[config.mk]
export PLATFORM = sky130hd
export DESIGN_NAME = irq_ctl
export DESIGN_NICKNAME = d
export VERILOG_FILES = /design/src/rtl/irq_pkg.sv /design/src/rtl/irq_sync_edge.sv /design/src/rtl/irq_gate_tree.sv /design/src/rtl/irq_ctl.sv
export SDC_FILE = /design/constraint.sdc
export NUM_CORES = 1
export LEC_CHECK = 0
export CAP_MARGIN = 20
export CORE_ASPECT_RATIO = 1.75
export CORE_UTILIZATION = 41
export CTS_BUF_LIST = sky130_fd_sc_hd__clkbuf_8 sky130_fd_sc_hd__clkbuf_16
export DETAILED_ROUTE_END_ITERATION = 16
export PLACE_DENSITY = 0.88
export REMOVE_ABC_BUFFERS = 1
export SLEW_MARGIN = 20
export SYNTH_ARGS = -nofsm -noshare
export SYNTH_HDL_FRONTEND = slang
export SYNTH_SLANG_ARGS = --single-unit
[constraint.sdc]
create_clock -name clk -period 2.2 [get_ports clk]
set_clock_uncertainty 0.15 [all_clocks]
set_input_delay 0.22 -clock clk [delete_from_list [all_inputs] [get_ports clk]]
set_output_delay 0.22 -clock clk [all_outputs]
set_load 0.01 [all_outputs]
[src/rtl/irq_pkg.sv]
package irq_pkg;
    typedef enum logic [1:0] {
        SEL_MAIN  = 2'd0,
        SEL_PFLAG = 2'd1,
        SEL_PEN   = 2'd2,
        SEL_NONE  = 2'd3
    } reg_sel_e;

    localparam int MAIN_W   = 8;
    localparam int B_GIE    = 7;
    localparam int B_PEIE   = 6;
    localparam int B_T0EN   = 5;
    localparam int B_PINEN  = 4;
    localparam int B_PCHEN  = 3;
    localparam int B_T0FL   = 2;
    localparam int B_PINFL  = 1;
    localparam int B_PCHFL  = 0;
    localparam int N_CORE   = 3;
endpackage

[src/rtl/irq_sync_edge.sv]
module irq_sync_edge #(
    parameter int STAGES = 2
) (
    input  logic clk,
    input  logic rst_n,
    input  logic async_i,
    output logic rise_o
);
    typedef struct packed {
        logic [STAGES-1:0] chain;
        logic              prev;
    } sync_t;

    sync_t st_d, st_q;

    always_comb begin
        st_d = st_q;
        st_d.chain = {st_q.chain[STAGES-2:0], async_i};
        st_d.prev  = st_q.chain[STAGES-1];
    end

    always_ff @(posedge clk) begin
        if (!rst_n) st_q <= '0;
        else        st_q <= st_d;
    end

    assign rise_o = st_q.chain[STAGES-1] & ~st_q.prev;
endmodule

[src/rtl/irq_gate_tree.sv]
module irq_gate_tree #(
    parameter int N_PER  = 5,
    parameter int N_CORE = 3
) (
    input  logic [N_CORE-1:0] core_flag_i,
    input  logic [N_CORE-1:0] core_en_i,
    input  logic [N_PER-1:0]  per_flag_i,
    input  logic [N_PER-1:0]  per_en_i,
    input  logic              peie_i,
    input  logic              gie_i,
    output logic              wake_o,
    output logic              req_o
);
    logic [N_PER-1:0]  per_hit;
    logic [N_CORE-1:0] core_hit;

    genvar gi;
    generate
        for (gi = 0; gi < N_PER; gi++) begin : g_per
            assign per_hit[gi] = per_flag_i[gi] & per_en_i[gi];
        end
        for (gi = 0; gi < N_CORE; gi++) begin : g_core
            assign core_hit[gi] = core_flag_i[gi] & core_en_i[gi];
        end
    endgenerate

    assign wake_o = (|core_hit) | (peie_i & (|per_hit));
    assign req_o  = gie_i & wake_o;
endmodule

[src/rtl/irq_ctl.sv]
module irq_ctl
    import irq_pkg::*;
#(
    parameter int N_PER       = 5,
    parameter int DATA_W      = 8,
    parameter int SYNC_STAGES = 2,
    parameter int PC_W        = 13,
    parameter int VEC_ADDR    = 4
) (
    input  logic              clk,
    input  logic              rst_n,
    input  logic              reg_wr_i,
    input  logic [1:0]        reg_sel_i,
    input  logic [DATA_W-1:0] reg_wdata_i,
    output logic [MAIN_W-1:0] main_ctrl_o,
    output logic [N_PER-1:0]  per_flag_o,
    output logic [N_PER-1:0]  per_en_o,
    input  logic              ext_int_i,
    input  logic              port_chg_i,
    input  logic              tmr0_ovf_i,
    input  logic [N_PER-1:0]  per_evt_i,
    input  logic              cyc_strobe_i,
    input  logic              reti_i,
    output logic              irq_o,
    output logic              vec_taken_o,
    output logic [PC_W-1:0]   vec_addr_o,
    output logic              wake_o
);
    typedef struct packed {
        logic [MAIN_W-1:0] main;
        logic [N_PER-1:0]  pflag;
        logic [N_PER-1:0]  pen;
        logic              vec_taken;
    } state_t;

    state_t st_d, st_q;
    logic   pin_rise, pch_rise;
    logic   req;
    reg_sel_e sel;

    assign sel = reg_sel_e'(reg_sel_i);

    irq_sync_edge #(.STAGES(SYNC_STAGES)) u_pin_sync (
        .clk(clk), .rst_n(rst_n), .async_i(ext_int_i), .rise_o(pin_rise)
    );

    irq_sync_edge #(.STAGES(SYNC_STAGES)) u_pch_sync (
        .clk(clk), .rst_n(rst_n), .async_i(port_chg_i), .rise_o(pch_rise)
    );

    irq_gate_tree #(.N_PER(N_PER), .N_CORE(N_CORE)) u_tree (
        .core_flag_i ({st_q.main[B_T0FL], st_q.main[B_PINFL], st_q.main[B_PCHFL]}),
        .core_en_i   ({st_q.main[B_T0EN], st_q.main[B_PINEN], st_q.main[B_PCHEN]}),
        .per_flag_i  (st_q.pflag),
        .per_en_i    (st_q.pen),
        .peie_i      (st_q.main[B_PEIE]),
        .gie_i       (st_q.main[B_GIE]),
        .wake_o      (wake_o),
        .req_o       (req)
    );

    always_comb begin
        st_d = st_q;
        st_d.vec_taken = 1'b0;

        // software write first
        if (reg_wr_i) begin
            case (sel)
                SEL_MAIN:  st_d.main  = reg_wdata_i[MAIN_W-1:0];
                SEL_PFLAG: st_d.pflag = reg_wdata_i[N_PER-1:0];
                SEL_PEN:   st_d.pen   = reg_wdata_i[N_PER-1:0];
                default:   ;
            endcase
        end

        // events override a clearing write
        st_d.main[B_T0FL]  = st_d.main[B_T0FL]  | tmr0_ovf_i;
        st_d.main[B_PINFL] = st_d.main[B_PINFL] | pin_rise;
        st_d.main[B_PCHFL] = st_d.main[B_PCHFL] | pch_rise;
        st_d.pflag         = st_d.pflag | per_evt_i;

        if (reti_i) st_d.main[B_GIE] = 1'b1;

        // vector acceptance has the last word on the global enable
        if (cyc_strobe_i && req) begin
            st_d.main[B_GIE] = 1'b0;
            st_d.vec_taken   = 1'b1;
        end
    end

    always_ff @(posedge clk) begin
        if (!rst_n) st_q <= '0;
        else        st_q <= st_d;
    end

    assign main_ctrl_o = st_q.main;
    assign per_flag_o  = st_q.pflag;
    assign per_en_o    = st_q.pen;
    assign irq_o       = req;
    assign vec_taken_o = st_q.vec_taken;
    assign vec_addr_o  = PC_W'(VEC_ADDR);
endmodule

==> run_results.csv <==
group,metric,value,unit
timing,drv_slew,0,
yosys,synth_edf_count,0,
setup_path,worst_ep_required_time,1830,ps
yosys,synth_cells,100,
timing,worst_pin_slew,676.8,ps
setup_path,startpoint_type,"register",
clocking,cts_tree,"yes",
clocking,cts-buffers-inserted,3,
timing,rsz0062_at_grt,"no",
yosys,ys_top_cells_by_area,"dfxtp_1 46%, buf_4 10%, mux2i_1 10%, mux2_2 6.2%, nor2b_1 5.2%",
yosys,synth_top_area_share,45.87,%
clocking,htree_levels,1,
route,first_pass_iters,6,
global_routing,grt_pass1_vias,758,
global_routing,grt_antenna_before_repair,0,
setup_path,cp_max_fo,4,
layout,final_nets,165,
route,vias_per_cell,4.874,
yosys,yosysTopAreaCell,"dfxtp_1",
power_and_ir_drop,p_seq_share,54.3,%
die,die-area,0.002879,mm^2
yosys,synth.most_common_cell,"dfxtp_1",
flow_run,maxCapViolations,0,
layout,post-route-cell-area,0.001519,mm^2
power_and_ir_drop,p_clk_share,28.2,%
clocking,clk_pin_slew,70,ps
worst_hold_path,min-delay-start,"u_pin_sync.st_d[2]",
placed_design,port-buffer-count,43,
timing,hold_viol,0,
power_and_ir_drop,power.internal,0.6980,mW
yosys,yosysSeqAreaShare,45.87,%
setup_path,rr_endpoint,"vec_taken_o",
die,die_width,41.00,um
timing,setup_violations,0,
setup_path,r2r_cells,4,
timing,slew_headroom,54.74,%
power_and_ir_drop,finalPower,0.9036,mW
worst_hold_path,hold_class,"register to register",
outcome,status,"complete, no violations",
setup_path,reg2reg_slack,730,ps
clocking,cts_root_buf,"clkbuf_8",
setup_path,r2r_start,"per_flag_o[0]",
layout,synthToLayoutAreaGrowth,39.22,%
route,vias,814,
route,first_iter_violations,18,
setup_path,crit_end,"irq_o",
setup_path,slowest_stage,"a222oi_1",
timing,tns,0,ps
layout,instances_no_fill,167,
yosys,synth_flop_cell,"dfxtp_1",
layout,drive_gt1_share,9.929,%
placed_design,placed_cell_area,0.001471,mm^2
timing,fmax,0.4744,GHz
timing,period_minus_slack,2108,ps
global_routing,gr-total-overflow,0,
placed_design,placed_cells,163,
yosys,ys.warnings.count,0,
clocking,worstSkewPairLatency,260,ps
setup_path,path_class,"register to output port",
die,start_util,43.78,%
placed_design,place_hpwl,1726,um
die,ios,57,
global_routing,grt_first_pass_wirelength,3325,um
route,drc,0,
yosys,synth_area,0.001091,mm^2
yosys,synth_cell_types,23,
route,wl,2219,um
setup_path,cp-startpoint,"per_flag_o[0]",
setup_path,endpoint_kind,"output port",
die,fp.dieH,70.24,um
setup_path,crit_arrival,1740,ps
setup_path,worstPathCellList,"a222oi_1 > nand2_1 > a21bo_2 > and2_2 > dlygate4sd2_1",
power_and_ir_drop,switchingPower,0.2057,mW
power_and_ir_drop,p_leak,0.6362,nW
timing,finalCritPeriodShare,95.81,%
clocking,cts_buffer_depth,2,
layout,antennaDiodeCount,0,
power_and_ir_drop,power_density,594.9,mW/mm^2
die,core_area,0.002492,mm^2
yosys,synth_seq_cells,25,
clocking,cts_sinks,25,
power_and_ir_drop,p_comb_share,17.4,%
power_and_ir_drop,sw_frac_of_total,22.76,%
placed_design,gp_congestion,0.7012,
yosys,avgSynthCellArea,10.91,um^2
route,antenna_left,0,
setup_path,timing.critical_path.slowest_cell_delay,350,ps
global_routing,track_usage,17.10,%
power_and_ir_drop,peakVddDrop,0.4691,mV
yosys,synth.top_cells.by_count,"25 x dfxtp_1, 15 x buf_4, 11 x mux2i_1",
global_routing,grt_max_degree,26,
yosys,ys_async_sr_fraction,0,%
die,rows,24,
route,routedWlPerCell,13.29,um
==> routing by layer <==
metal  vias to the layer above  track usage (%)  wire length, um
met2                        43            28.99             1224
li1                        397                -                -
met1                       370            17.38              794
met4                         0            8.889               41
met3                         4            4.127              159
met5                         -                0                0
==> state kept, by name (all words and copies together), names as in the netlist <==
| signal | flops |
|---|---|
| main_ctrl_o | 8 |
| per_en_o | 5 |
| per_flag_o | 5 |
| u_pch_sync.st_d | 2 |
| u_pch_sync.st_q | 1 |
| u_pin_sync.st_d | 2 |
| u_pin_sync.st_q | 1 |
| vec_taken_o | 1 |
==> area by class of cell <==
type	count	area [um^2]
sequential	25	501.7
tap	26	32.53
multi-input combinational	68	500.5
timing repair buffer	44	439.2
clock inverter	1	3.754
clock buffer	3	41.29
fill	223	973.4
==> stage by stage <==
| step | util (%) | hold WS (ps) | setup slack (ps) |
|---|---|---|---|
| 6_report | 60.94 | 295.2 | 92.27 |
| 2_1_floorplan | - | 178.0 | 650.5 |
| 3_3_place_gp | 59.04 | 267.5 | 215.9 |
| 4_1_cts | 60.79 | 298.7 | 24.96 |
| 3_5_place_dp | 59.04 | 279.6 | 138.4 |
| 5_1_grt | 60.94 | 309.0 | 4.942 |
==> worst max-delay path, delay by kind of cell, from the launching register on <==
family / cells / cell delay, ps
flip-flops: 1 / 330
AO/OA/AOI/OAI: 2 / 570
AND/OR/NAND/NOR: 2 / 290
buffers and inverters: 1 / 280
==> what timing repair did <==
item,CTS,global route
resized for setup,1,2
hold buffers,0,0
hold endpoints to repair,0,0
pin swaps,1,3
buffers inserted,0,0
endpoints found under the setup margin,1,2
==> cells in the final DEF, fill, tap and decap left out <==
cell type / instances
a21bo_2: 1
a21boi_0: 2
a222oi_1: 2
a22oi_1: 1
a31oi_1: 1
and2_1: 6
and2_2: 1
and4_1: 1
buf_4: 1
clkbuf_8: 3
clkdlybuf4s50_1: 41
conb_1: 13
dfxtp_1: 24
dfxtp_2: 1
dlygate4sd2_1: 1
dlymetal6s2s_1: 1
inv_1: 1
mux2_1: 1
mux2_2: 6
mux2i_1: 11
nand2_1: 1
nand2b_1: 2
nand3b_1: 2
nor2b_1: 9
nor3b_2: 1
o21a_1: 6
o21ai_1: 1
==> worst min-delay path by stage <==
stage | endpoint | slack [ps] | cells after the start
floorplan | main_ctrl_o[7] | 180 | 1
finish | u_pin_sync.st_d[0] | 300 | 1
global placement | u_pin_sync.st_d[0] | 270 | 1
detailed placement | u_pin_sync.st_d[0] | 280 | 1
global route | u_pin_sync.st_d[0] | 310 | 1
CTS | u_pin_sync.st_d[0] | 300 | 1
==> cells by family (layout without fill, tap and decap cells) <==
kind of cell | after synthesis | in the layout | synth area share [%]
compound gates | 14 | 14 | 9.977
simple gates | 23 | 23 | 14.10
buf+inv | 18 | 48 | 12.04
mux | 18 | 18 | 17.32
other cells | 2 | 13 | 0.6883
flops | 25 | 25 | 45.87
==> power by group through the flow <==
stage               clock network (mW)  registers (mW)  logic, mW
floorplan                            0           0.507     0.0568
global route                     0.292           0.494      0.171
detailed placement                   0           0.501      0.159
CTS                              0.269           0.491      0.159
global placement                     0           0.500      0.156
finish                           0.255           0.491      0.157
Power figures use the tool's default switching activity.
